$ cat src/rtl/lane_rst_seq_pkg.sv
// Shared types for the lane reset release sequencer.
// State codes are visible on err_state, so their values are fixed.
package lane_rst_seq_pkg;

    typedef enum logic [2:0] {
        ST_IDLE      = 3'd0,  // PCS held in reset, waiting for transfer-enable
        ST_DETECT    = 3'd1,  // reset released, waiting for first PhyStatus edge
        ST_P1_LOCK   = 3'd2,  // in P1, waiting for CDR lock
        ST_P0_ACK    = 3'd3,  // P0 requested, waiting for PhyStatus acknowledge
        ST_DATA_LOCK = 3'd4,  // waiting for lock and lock-to-data
        ST_READY     = 3'd5   // lane ready
    } seq_state_t;

    localparam logic [1:0] PD_P0  = 2'b00;
    localparam logic [1:0] PD_P0S = 2'b01;
    localparam logic [1:0] PD_P1  = 2'b10;
    localparam logic [1:0] PD_P2  = 2'b11;

endpackage

$ cat src/rtl/lane_rst_sync.sv
// Reset synchroniser into the transmit clock domain.
// Assertion of the reset is asynchronous, release is synchronous after STAGES edges.
// Assumes STAGES >= 2. The reset flops are the only asynchronously reset flops in the block.
module lane_rst_sync #(
    parameter int STAGES = 2
) (
    input  logic clk,
    input  logic async_rst_n,
    output logic rst_n_sync
);

    logic [STAGES-1:0] chain_q;

    // Shift ones in after release; clear the whole chain at once on assertion.
    always_ff @(posedge clk or negedge async_rst_n) begin
        if (!async_rst_n) chain_q <= '0;
        else              chain_q <= {chain_q[STAGES-2:0], 1'b1};
    end

    assign rst_n_sync = chain_q[STAGES-1];

    // the synchronised release never appears while the source reset is active.
    a_r2_release_follows_source: assert property (@(posedge clk) disable iff (!async_rst_n)
        $rose(rst_n_sync) |-> $past(async_rst_n));

endmodule

$ cat src/rtl/lane_edge_pulse.sv
// Rising-edge detector for the PhyStatus level.
// Compares the input with a registered copy and gives a single-cycle pulse per rise.
// Assumes the input is synchronous to clk.
module lane_edge_pulse (
    input  logic clk,
    input  logic rst_n,
    input  logic level_in,
    output logic rise_pulse
);

    logic level_q;

    // Keep the previous-cycle level of the input.
    always_ff @(posedge clk) begin
        if (!rst_n) level_q <= 1'b0;
        else        level_q <= level_in;
    end

    assign rise_pulse = level_in && !level_q;

    // two pulses never arrive back to back; the level has to fall in between.
    a_r3_single_pulse: assert property (@(posedge clk) disable iff (!rst_n)
        rise_pulse |=> !rise_pulse);

endmodule

$ cat src/rtl/lane_wait_timer.sv
// Cycle counter for the timeout of the wait steps.
// It restarts from zero on request and saturates at its maximum.
// expired is high while the count equals the limit.
// Assumes the limit stays constant while a count is running.
module lane_wait_timer #(
    parameter int W = 8
) (
    input  logic         clk,
    input  logic         rst_n,
    input  logic         restart,
    input  logic [W-1:0] limit,
    output logic         expired
);

    logic [W-1:0] cnt_q;

    // Count cycles in the current wait step; clear on restart.
    always_ff @(posedge clk) begin
        if (!rst_n || restart)  cnt_q <= '0;
        else if (cnt_q != '1)   cnt_q <= cnt_q + 1'b1;
    end

    assign expired = (cnt_q == limit);

    // the count starts again from zero after every restart.
    a_r9_restart_clears: assert property (@(posedge clk) disable iff (!rst_n)
        restart |=> (cnt_q == '0));

endmodule

$ cat src/rtl/lane_rst_seq.sv
// Lane reset release sequencer (top).
// Brings one PIPE lane from reset to P0 with CDR locked to data, following the handshake order
// transfer-enable -> PhyStatus (detect) -> CDR lock in P1 -> P0 with PhyStatus ack -> lock-to-data.
// Assumes every input except sys_rst_n is synchronous to tx_clk. Timed-out steps set a sticky
// error and restart the sequence.
module lane_rst_seq
    import lane_rst_seq_pkg::*;
#(
    parameter int SYNC_STAGES = 2,
    parameter int TMO_W       = 8
) (
    input  logic             tx_clk,
    input  logic             sys_rst_n,
    input  logic             xfer_en,
    input  logic             phy_status,
    input  logic             cdr_lock,
    input  logic             cdr_data_lock,
    input  logic [TMO_W-1:0] tmo_limit,
    output logic             pcs_rst_n,
    output logic [1:0]       power_down,
    output logic             link_ready,
    output logic             seq_err,
    output logic [2:0]       err_state
);

    logic       rst_n_sync;
    logic       ps_rise;
    logic       tmo_hit;
    logic       timed;
    logic       tmo_fire;
    logic       lock_ok;
    logic       tmr_restart;
    seq_state_t state_q, state_nom, state_d;

    lane_rst_sync #(.STAGES(SYNC_STAGES)) u_sync (
        .clk         (tx_clk),
        .async_rst_n (sys_rst_n),
        .rst_n_sync  (rst_n_sync)
    );

    lane_edge_pulse u_ps_edge (
        .clk        (tx_clk),
        .rst_n      (rst_n_sync),
        .level_in   (phy_status),
        .rise_pulse (ps_rise)
    );

    assign timed       = (state_q inside {ST_DETECT, ST_P1_LOCK, ST_P0_ACK, ST_DATA_LOCK});
    assign lock_ok     = cdr_lock && cdr_data_lock;
    assign tmr_restart = (state_d != state_q) || !timed;

    lane_wait_timer #(.W(TMO_W)) u_timer (
        .clk     (tx_clk),
        .rst_n   (rst_n_sync),
        .restart (tmr_restart),
        .limit   (tmo_limit),
        .expired (tmo_hit)
    );

    // Pick the handshake-driven next step, then let a timeout override a stalled step.
    always_comb begin
        state_nom = state_q;
        unique case (state_q)
            ST_IDLE:      if (xfer_en)    state_nom = ST_DETECT;
            ST_DETECT:    if (ps_rise)    state_nom = ST_P1_LOCK;
            ST_P1_LOCK:   if (cdr_lock)   state_nom = ST_P0_ACK;
            ST_P0_ACK:    if (ps_rise)    state_nom = ST_DATA_LOCK;
            ST_DATA_LOCK: if (lock_ok)    state_nom = ST_READY;
            ST_READY:     if (!lock_ok)   state_nom = ST_IDLE;
            default:                      state_nom = ST_IDLE;
        endcase
        tmo_fire = timed && tmo_hit && (state_nom == state_q);
        state_d  = tmo_fire ? ST_IDLE : state_nom;
    end

    // Hold the current step.
    always_ff @(posedge tx_clk) begin
        if (!rst_n_sync) state_q <= ST_IDLE;
        else             state_q <= state_d;
    end

    // Sticky error flag and the code of the step that stalled.
    always_ff @(posedge tx_clk) begin
        if (!rst_n_sync) begin
            seq_err   <= 1'b0;
            err_state <= 3'd0;
        end else if (tmo_fire) begin
            seq_err   <= 1'b1;
            err_state <= state_q;
        end
    end

    assign pcs_rst_n  = (state_q != ST_IDLE);
    assign power_down = (state_q inside {ST_P0_ACK, ST_DATA_LOCK, ST_READY}) ? PD_P0 : PD_P1;
    assign link_ready = (state_q == ST_READY);

    // PCS reset is released only after transfer-enable was sampled.
    a_r1_release_after_xfer: assert property (@(posedge tx_clk) disable iff (!rst_n_sync)
        $rose(pcs_rst_n) |-> $past(xfer_en));

    // only P1 and P0 are ever driven.
    a_r4_pd_legal: assert property (@(posedge tx_clk) disable iff (!rst_n_sync)
        (power_down == PD_P1) || (power_down == PD_P0));

    // the move to P0 happens only when CDR lock was present.
    a_r4_p0_after_lock: assert property (@(posedge tx_clk) disable iff (!rst_n_sync)
        (!$stable(power_down) && power_down == PD_P0) |-> $past(cdr_lock));

    // ready rises only after lock and lock-to-data were both seen.
    a_r7_ready_needs_data_lock: assert property (@(posedge tx_clk) disable iff (!rst_n_sync)
        $rose(link_ready) |-> $past(cdr_lock && cdr_data_lock));

    // losing lock while ready drops ready and reasserts PCS reset.
    a_r8_lock_loss_restart: assert property (@(posedge tx_clk) disable iff (!rst_n_sync)
        (link_ready && !(cdr_lock && cdr_data_lock)) |=> (!link_ready && !pcs_rst_n));

    // a new error sends the lane back to reset with a wait-step code recorded.
    a_r9_timeout_restart: assert property (@(posedge tx_clk) disable iff (!rst_n_sync)
        $rose(seq_err) |-> (!pcs_rst_n && err_state != 3'd0 && err_state != 3'd5));

    // the error flag never clears without a system reset.
    a_r10_sticky: assert property (@(posedge tx_clk) disable iff (!rst_n_sync)
        $past(seq_err) |-> seq_err);

endmodule

$ cat config.mk
export PLATFORM = sky130hd
export DESIGN_NAME = lane_rst_seq
export DESIGN_NICKNAME = d
export VERILOG_FILES = /design/src/rtl/lane_rst_seq_pkg.sv /design/src/rtl/lane_rst_sync.sv /design/src/rtl/lane_edge_pulse.sv /design/src/rtl/lane_wait_timer.sv /design/src/rtl/lane_rst_seq.sv
export SDC_FILE = /design/constraint.sdc
export NUM_CORES = 1
export LEC_CHECK = 0
export ABC_CLOCK_PERIOD_IN_PS = 1660
export CAP_MARGIN = 20
export CORE_AREA = 8 8 56 58
export CTS_BUF_LIST = sky130_fd_sc_hd__clkbuf_16
export DETAILED_ROUTE_END_ITERATION = 10
export DIE_AREA = 0 0 64 66
export PLACE_DENSITY = 0.84
export SYNTH_ARGS = -nofsm -noshare
export SYNTH_HDL_FRONTEND = slang
export SYNTH_SLANG_ARGS = --single-unit
$ cat constraint.sdc
create_clock -name tx_clk -period 1.66 [get_ports tx_clk]
set_input_delay 0.332 -clock tx_clk [delete_from_list [all_inputs] [get_ports tx_clk]]
set_output_delay 0.332 -clock tx_clk [all_outputs]
set_load 0.005 [all_outputs]
### Word level (Yosys, flattened, before mapping)

Cells that the tools add are included.

| word-level totals | value |
|---|---|
| logic and storage cells | 38 |
| input bits | 14 |
| output and inout bits | 8 |
| register bits | 18 |

| operators by class | value |
|---|---|
| mux-type cells | 9 |
| equality and inequality tests | 9 |
| reduce and logical (&&, ||, !) cells | 13 |
| $add $sub $neg | 1 |

Operators by type and width:

| kind | count |
|---|---|
| $mux 3 | 7 |
| $pmux 3 s6 | 1 |
| $add 8x1->8 const B | 1 |
| $eq 8x8->1 | 1 |
| $ne 8x8->1 const B | 1 |
| $eq 3x2->1 const B | 2 |
| $eq 3x3->1 const B | 2 |
| $reduce_bool 3->1 | 2 |
| $logic_and 1x1->1 | 4 |
| $reduce_bool 4->1 | 1 |
| $eq 3x1->1 const B | 1 |
| $eq 3x3->1 | 1 |
| $logic_not 1->1 | 3 |
| $logic_not 3->1 | 1 |
| $ne 3x3->1 | 1 |
| $logic_or 1x1->1 | 2 |
| $mux 2 | 1 |

### Depth between registers and ports, before layout

| logic depth | value |
|---|---|
| depth after elaboration | 10 |
| mapped depth | 7 |
| depth with buffers taken out | 6 |

### By module

From an unflattened synthesis, not the netlist that was laid out.

| second synthesis, totals | value |
|---|---|
| cell total of the unflattened synthesis | 115 |
| area total of the unflattened synthesis | 1041.0 um^2 |

Modules (own cells, without submodules):

| module | times used | area an instance (um^2) | sequential area each (um^2) | cells an instance |
|---|---|---|---|---|
| lane_wait_timer | 1 | 505.5 | 160.2 | 58 |
| lane_rst_seq | 1 | 441.7 | 140.1 | 51 |
| lane_rst_sync | 1 | 53.8 | 50.0 | 3 |
| lane_edge_pulse | 1 | 40.0 | 20.0 | 3 |

### Worst setup path after synthesis

Ideal clock, no wire load.

| path | value |
|---|---|
| path kind | reg-to-reg |
| start point | register u_timer.cnt_q[7] |
| end point | register u_timer.cnt_q[0] |
| setup time | 122 ps |
| buffers on the path | 0 |
| cell stages (with the launch flop) | 6 |
| setup slack | 178 ps |
| clock period less this slack | 1482 ps |
| data required time | 1538 ps |
| arrival | 1359 ps |
| cells stage by stage | dfxtp_1 xor2_1 nor4_4 o311ai_2 o21ai_2 nor3_1 |

| between the ends | value |
|---|---|
| word-level cells in the longest chain between the ends | 7 |
| elaborated cells between the ends (all ways) | 8 |
| those cells by class | eq/ne (3); mux (1); reduce/logical (4) |

Ends and longest elaborated chain:

| what | RTL line | text |
|---|---|---|
| from (decl) | lane_wait_timer.sv:15 | `logic [W-1:0] cnt_q;` |
| from (signal assigned) | lane_wait_timer.sv:20 | `else if (cnt_q != '1) cnt_q <= cnt_q + 1'b1;` |
| $eq 8x8->1 | lane_wait_timer.sv:23 | `assign expired = (cnt_q == limit);` |
| $logic_and 1x1->1 (2 in series) | lane_rst_seq.sv:72 | `tmo_fire = timed && tmo_hit && (state_nom == state_q);` |
| $mux 3 | lane_rst_seq.sv:73 | `state_d = tmo_fire ? ST_IDLE : state_nom;` |
| $ne 3x3->1 | lane_rst_seq.sv:50 | `assign tmr_restart = (state_d != state_q) \|\| !timed;` |
| $logic_or 1x1->1 | lane_rst_seq.sv:50 |  |
| $logic_or 1x1->1 | lane_wait_timer.sv:19 | `if (!rst_n \|\| restart) cnt_q <= '0;` |

Several ways; a longest one is shown, not always the timed one.
A chain may end at the register's enable or synchronous reset.

### Worst setup path after layout

| path | value |
|---|---|
| start point | input port phy_status |
| end point | register u_timer.cnt_q[0] |

| between the ends | value |
|---|---|
| word-level cells in the longest chain between the ends | 9 |
| elaborated cells between the ends (all ways) | 10 |
| those cells by class | eq/ne (2); mux (4); reduce/logical (4) |

Ends and longest elaborated chain:

| what | RTL line | text |
|---|---|---|
| from (decl) | lane_rst_seq.sv:15 | `input logic phy_status,` |
| $logic_and 1x1->1 * | lane_edge_pulse.sv:19 | `assign rise_pulse = level_in && !level_q;` |
| $mux 3, on equally long branches | lane_rst_seq.sv:67, lane_rst_seq.sv:65 |  |
| $pmux 3 s6 * | lane_rst_seq.sv:63 | `unique case (state_q)` |
| $eq 3x3->1 | lane_rst_seq.sv:72 |  |
| $logic_and 1x1->1 | lane_rst_seq.sv:72 |  |
| $mux 3 * | lane_rst_seq.sv:73 |  |
| $ne 3x3->1 * | lane_rst_seq.sv:50 |  |
| $logic_or 1x1->1 * | lane_rst_seq.sv:50 |  |
| $logic_or 1x1->1 * | lane_wait_timer.sv:19 |  |

Every way passes the cells marked *; elsewhere a longest branch is shown, timed or not.

==> results.ini <==
[die]
fp.dieH_um = 66
core_sq_mm = 0.002320
die_width_um = 64
start_util = 0.4660
die_area_sq_mm = 0.004224
num_rows = 18
pin_count = 22

[yosys]
synth-edff-count = 0
async_flop_share = 0.1111
synth.avg_cell_area_sq_um = 9.084
seq_area_frac_synth = 0.3426
synthesis.area_sq_mm = 0.001081
synth_nets = 134
yosys_warnings = 0
synth_ff_type = dfxtp_1
synth_cell_types = 41
ys_ff_latch = 18
netlist_instances = 119

[critical_path]
r2r_slack_ps = 110
required_ps = 1830
cp-start-kind = primary input
worst-path-max-fanout = 5
crit_path_end_kind = flip-flop
arrival_ps = 1760
worstSetupPathType = in2reg

[placement]
placedCellCount = 176
gp_congestion = 0.8841
dp_hpwl_um = 1885
port_buffers = 20

[global_route]
grt_pass1_vias = 1048
antenna_found_initial = 0
grt_use_total = 0.1289
grt_pass1_wl_um = 4429
grt_max_degree = 11
overflow = 0

[clock_tree]
clock_latency_ps = 250
cts_tree = built
h-tree-depth = 1
post_cts_buffers = 0
hold_buffers = 0
cts.sinks = 18
numCtsBuffers = 3
clock_tree.root_cell = clkbuf_16
clk_path_buf_depth = 2
clk_pin_slew_ps = 50

[sta]
slew_viol_final = 0
fin_crit_sh = 0.9569
fmax_mhz = 629.5
finalSetupViolCount = 0
tns_ps = 0
hold_ws_ps = 244.0
hold_viol_final = 0
fin_crit_ps = 1588
clock_skew_ps = 1.824

[routing]
ant_nets = 0
wl_per_cell_um = 14.42
viasPerCell = 5.372
drtIter0Drc = 31
drc = 0
finalWirelength_um = 2596
vias = 967
drtPass1Iterations = 4

[pwr]
finalPower_mw = 1.113
power.density_mw_per_mm2 = 685.8
ir_worst_vdd_mv = 0.6443
p_leak_nw = 0.6548

[outcome]
status = finished clean

[worst_hold_path]
hp-class = in2async

[final_layout]
final_nets = 166
final_layout_size_suffix_gt1_frac = 0.3267
synthToLayoutAreaGrowth_pct = 50.12
n_antenna_cell = 0
finalNonFillerCells = 180
utilization = 0.6996

[run]
maxCapViolCount = 0

stage by stage:
stage | setup WS [ps] | instance area (sq um)
after detailed placement | -305.4 | 1383
after global routing | -12.57 | 1623
final | 71.54 | 1623
after floorplan | 178.4 | 1081
after global placement | -235.6 | 1383
after CTS | -44.08 | 1543
path summary, 6_finish.rpt:
check                      depth (start not counted)                 to               from
max                                                6   u_timer.cnt_q[0]         phy_status
min                                                1  u_sync.chain_q[0]          sys_rst_n
max reg2reg                                        6       err_state[1]         state_q[2]
min reg2reg                                        0  u_sync.chain_q[1]  u_sync.chain_q[0]
max in group asynchronous                          1  u_sync.chain_q[1]          sys_rst_n
min in group tx_clk                                0  u_sync.chain_q[1]  u_sync.chain_q[0]
per-layer routing:
metal,wire (um),up-vias,share of wire,global-route usage
met1,992,464,0.38,0.1243
met3,121,5,0.047,0.03559
li1,-,477,-,-
met4,42,0,0.016,0.06407
met2,1440,21,0.55,0.2459
met5,0,-,0,0
report_power, final:
group / internal (mW) / total [mW] / switching (mW)
registers: 0.445 / 0.460 / 0.0147
clock network: 0.320 / 0.479 / 0.159
logic: 0.0883 / 0.174 / 0.0859
cells in the final DEF, fill, tap and decap left out, types with 3 or more instances in the layout:
cell / n
a21oi_1: 6
and2_1: 5
buf_4: 11
clkbuf_16: 3
clkdlybuf4s50_1: 9
dfxtp_1: 13
dlygate4sd2_1: 7
dlymetal6s2s_1: 4
mux2i_1: 5
nand2_1: 5
nand2_2: 3
nand2b_1: 3
nand3_1: 7
nor2_1: 5
nor2b_1: 4
nor3_2: 4
xor2_2: 8
kinds of logic (layout without fill, tap and decap cells):
logic type                 count (synthesis)  after routing  synth area share
xor gates and xnor gates                  11             11           0.08913
buffers and inverters                      8             39           0.03819
muxes                                      6              6           0.05671
and+or+nand+nor                           52             52            0.2940
AOI/OAI and AO/OA                         21             21            0.1609
adders and majority gates                  1              1           0.01157
DFF                                       18             18            0.3426
other                                      2              2          0.006947
sequential cells by signal, indices dropped and copies added, names as in the netlist:
| name | cells |
|---|---|
| err_state | 3 |
| u_ps_edge.level_q | 1 |
| u_sync.chain_q | 2 |
| seq_err | 1 |
| u_timer.cnt_q | 8 |
| state_q | 3 |
synth_stat cells, drive strengths merged, types with 2 or more instances:
master | n | area share
dfxtp | 16 | 0.30
xor2 | 9 | 0.073
nand2 | 8 | 0.028
a21oi | 7 | 0.036
nand3 | 7 | 0.032
and2 | 6 | 0.035
nor3 | 6 | 0.028
buf | 5 | 0.028
mux2i | 5 | 0.046
nor2 | 5 | 0.017
nor2b | 5 | 0.029
a21boi | 3 | 0.021
nand2b | 3 | 0.017
nor3b | 3 | 0.021
o211ai | 3 | 0.025
conb | 2 | 0.0069
dfrtp | 2 | 0.046
inv | 2 | 0.0069
nand4 | 2 | 0.012
nor4 | 2 | 0.039
o21ai | 2 | 0.013
o311ai | 2 | 0.039
xnor2 | 2 | 0.016
final cells by class:
class	instances	area, sq um
multi-input combinational	93	815.8
fill	172	696.9
sequential	18	376.6
timing repair buffer	33	306.5
clock buffer	3	75.07
tap	30	37.54
inverter	2	7.507
clock inverter	1	3.754
worst max-delay path: stages:
cell	delay (ps)
clkdlybuf4s50_1	460
and2b_2	190
nor2b_1	80
o311ai_4	360
o21ai_4	150
nor3_2	180
what timing repair did:
item | in CTS | in global routing
endpoints found under the setup margin | 14 | 13
pin swaps | 4 | 10
resized for setup | 23 | 20
cloned | 0 | 0
Power figures use the tool's default switching activity.
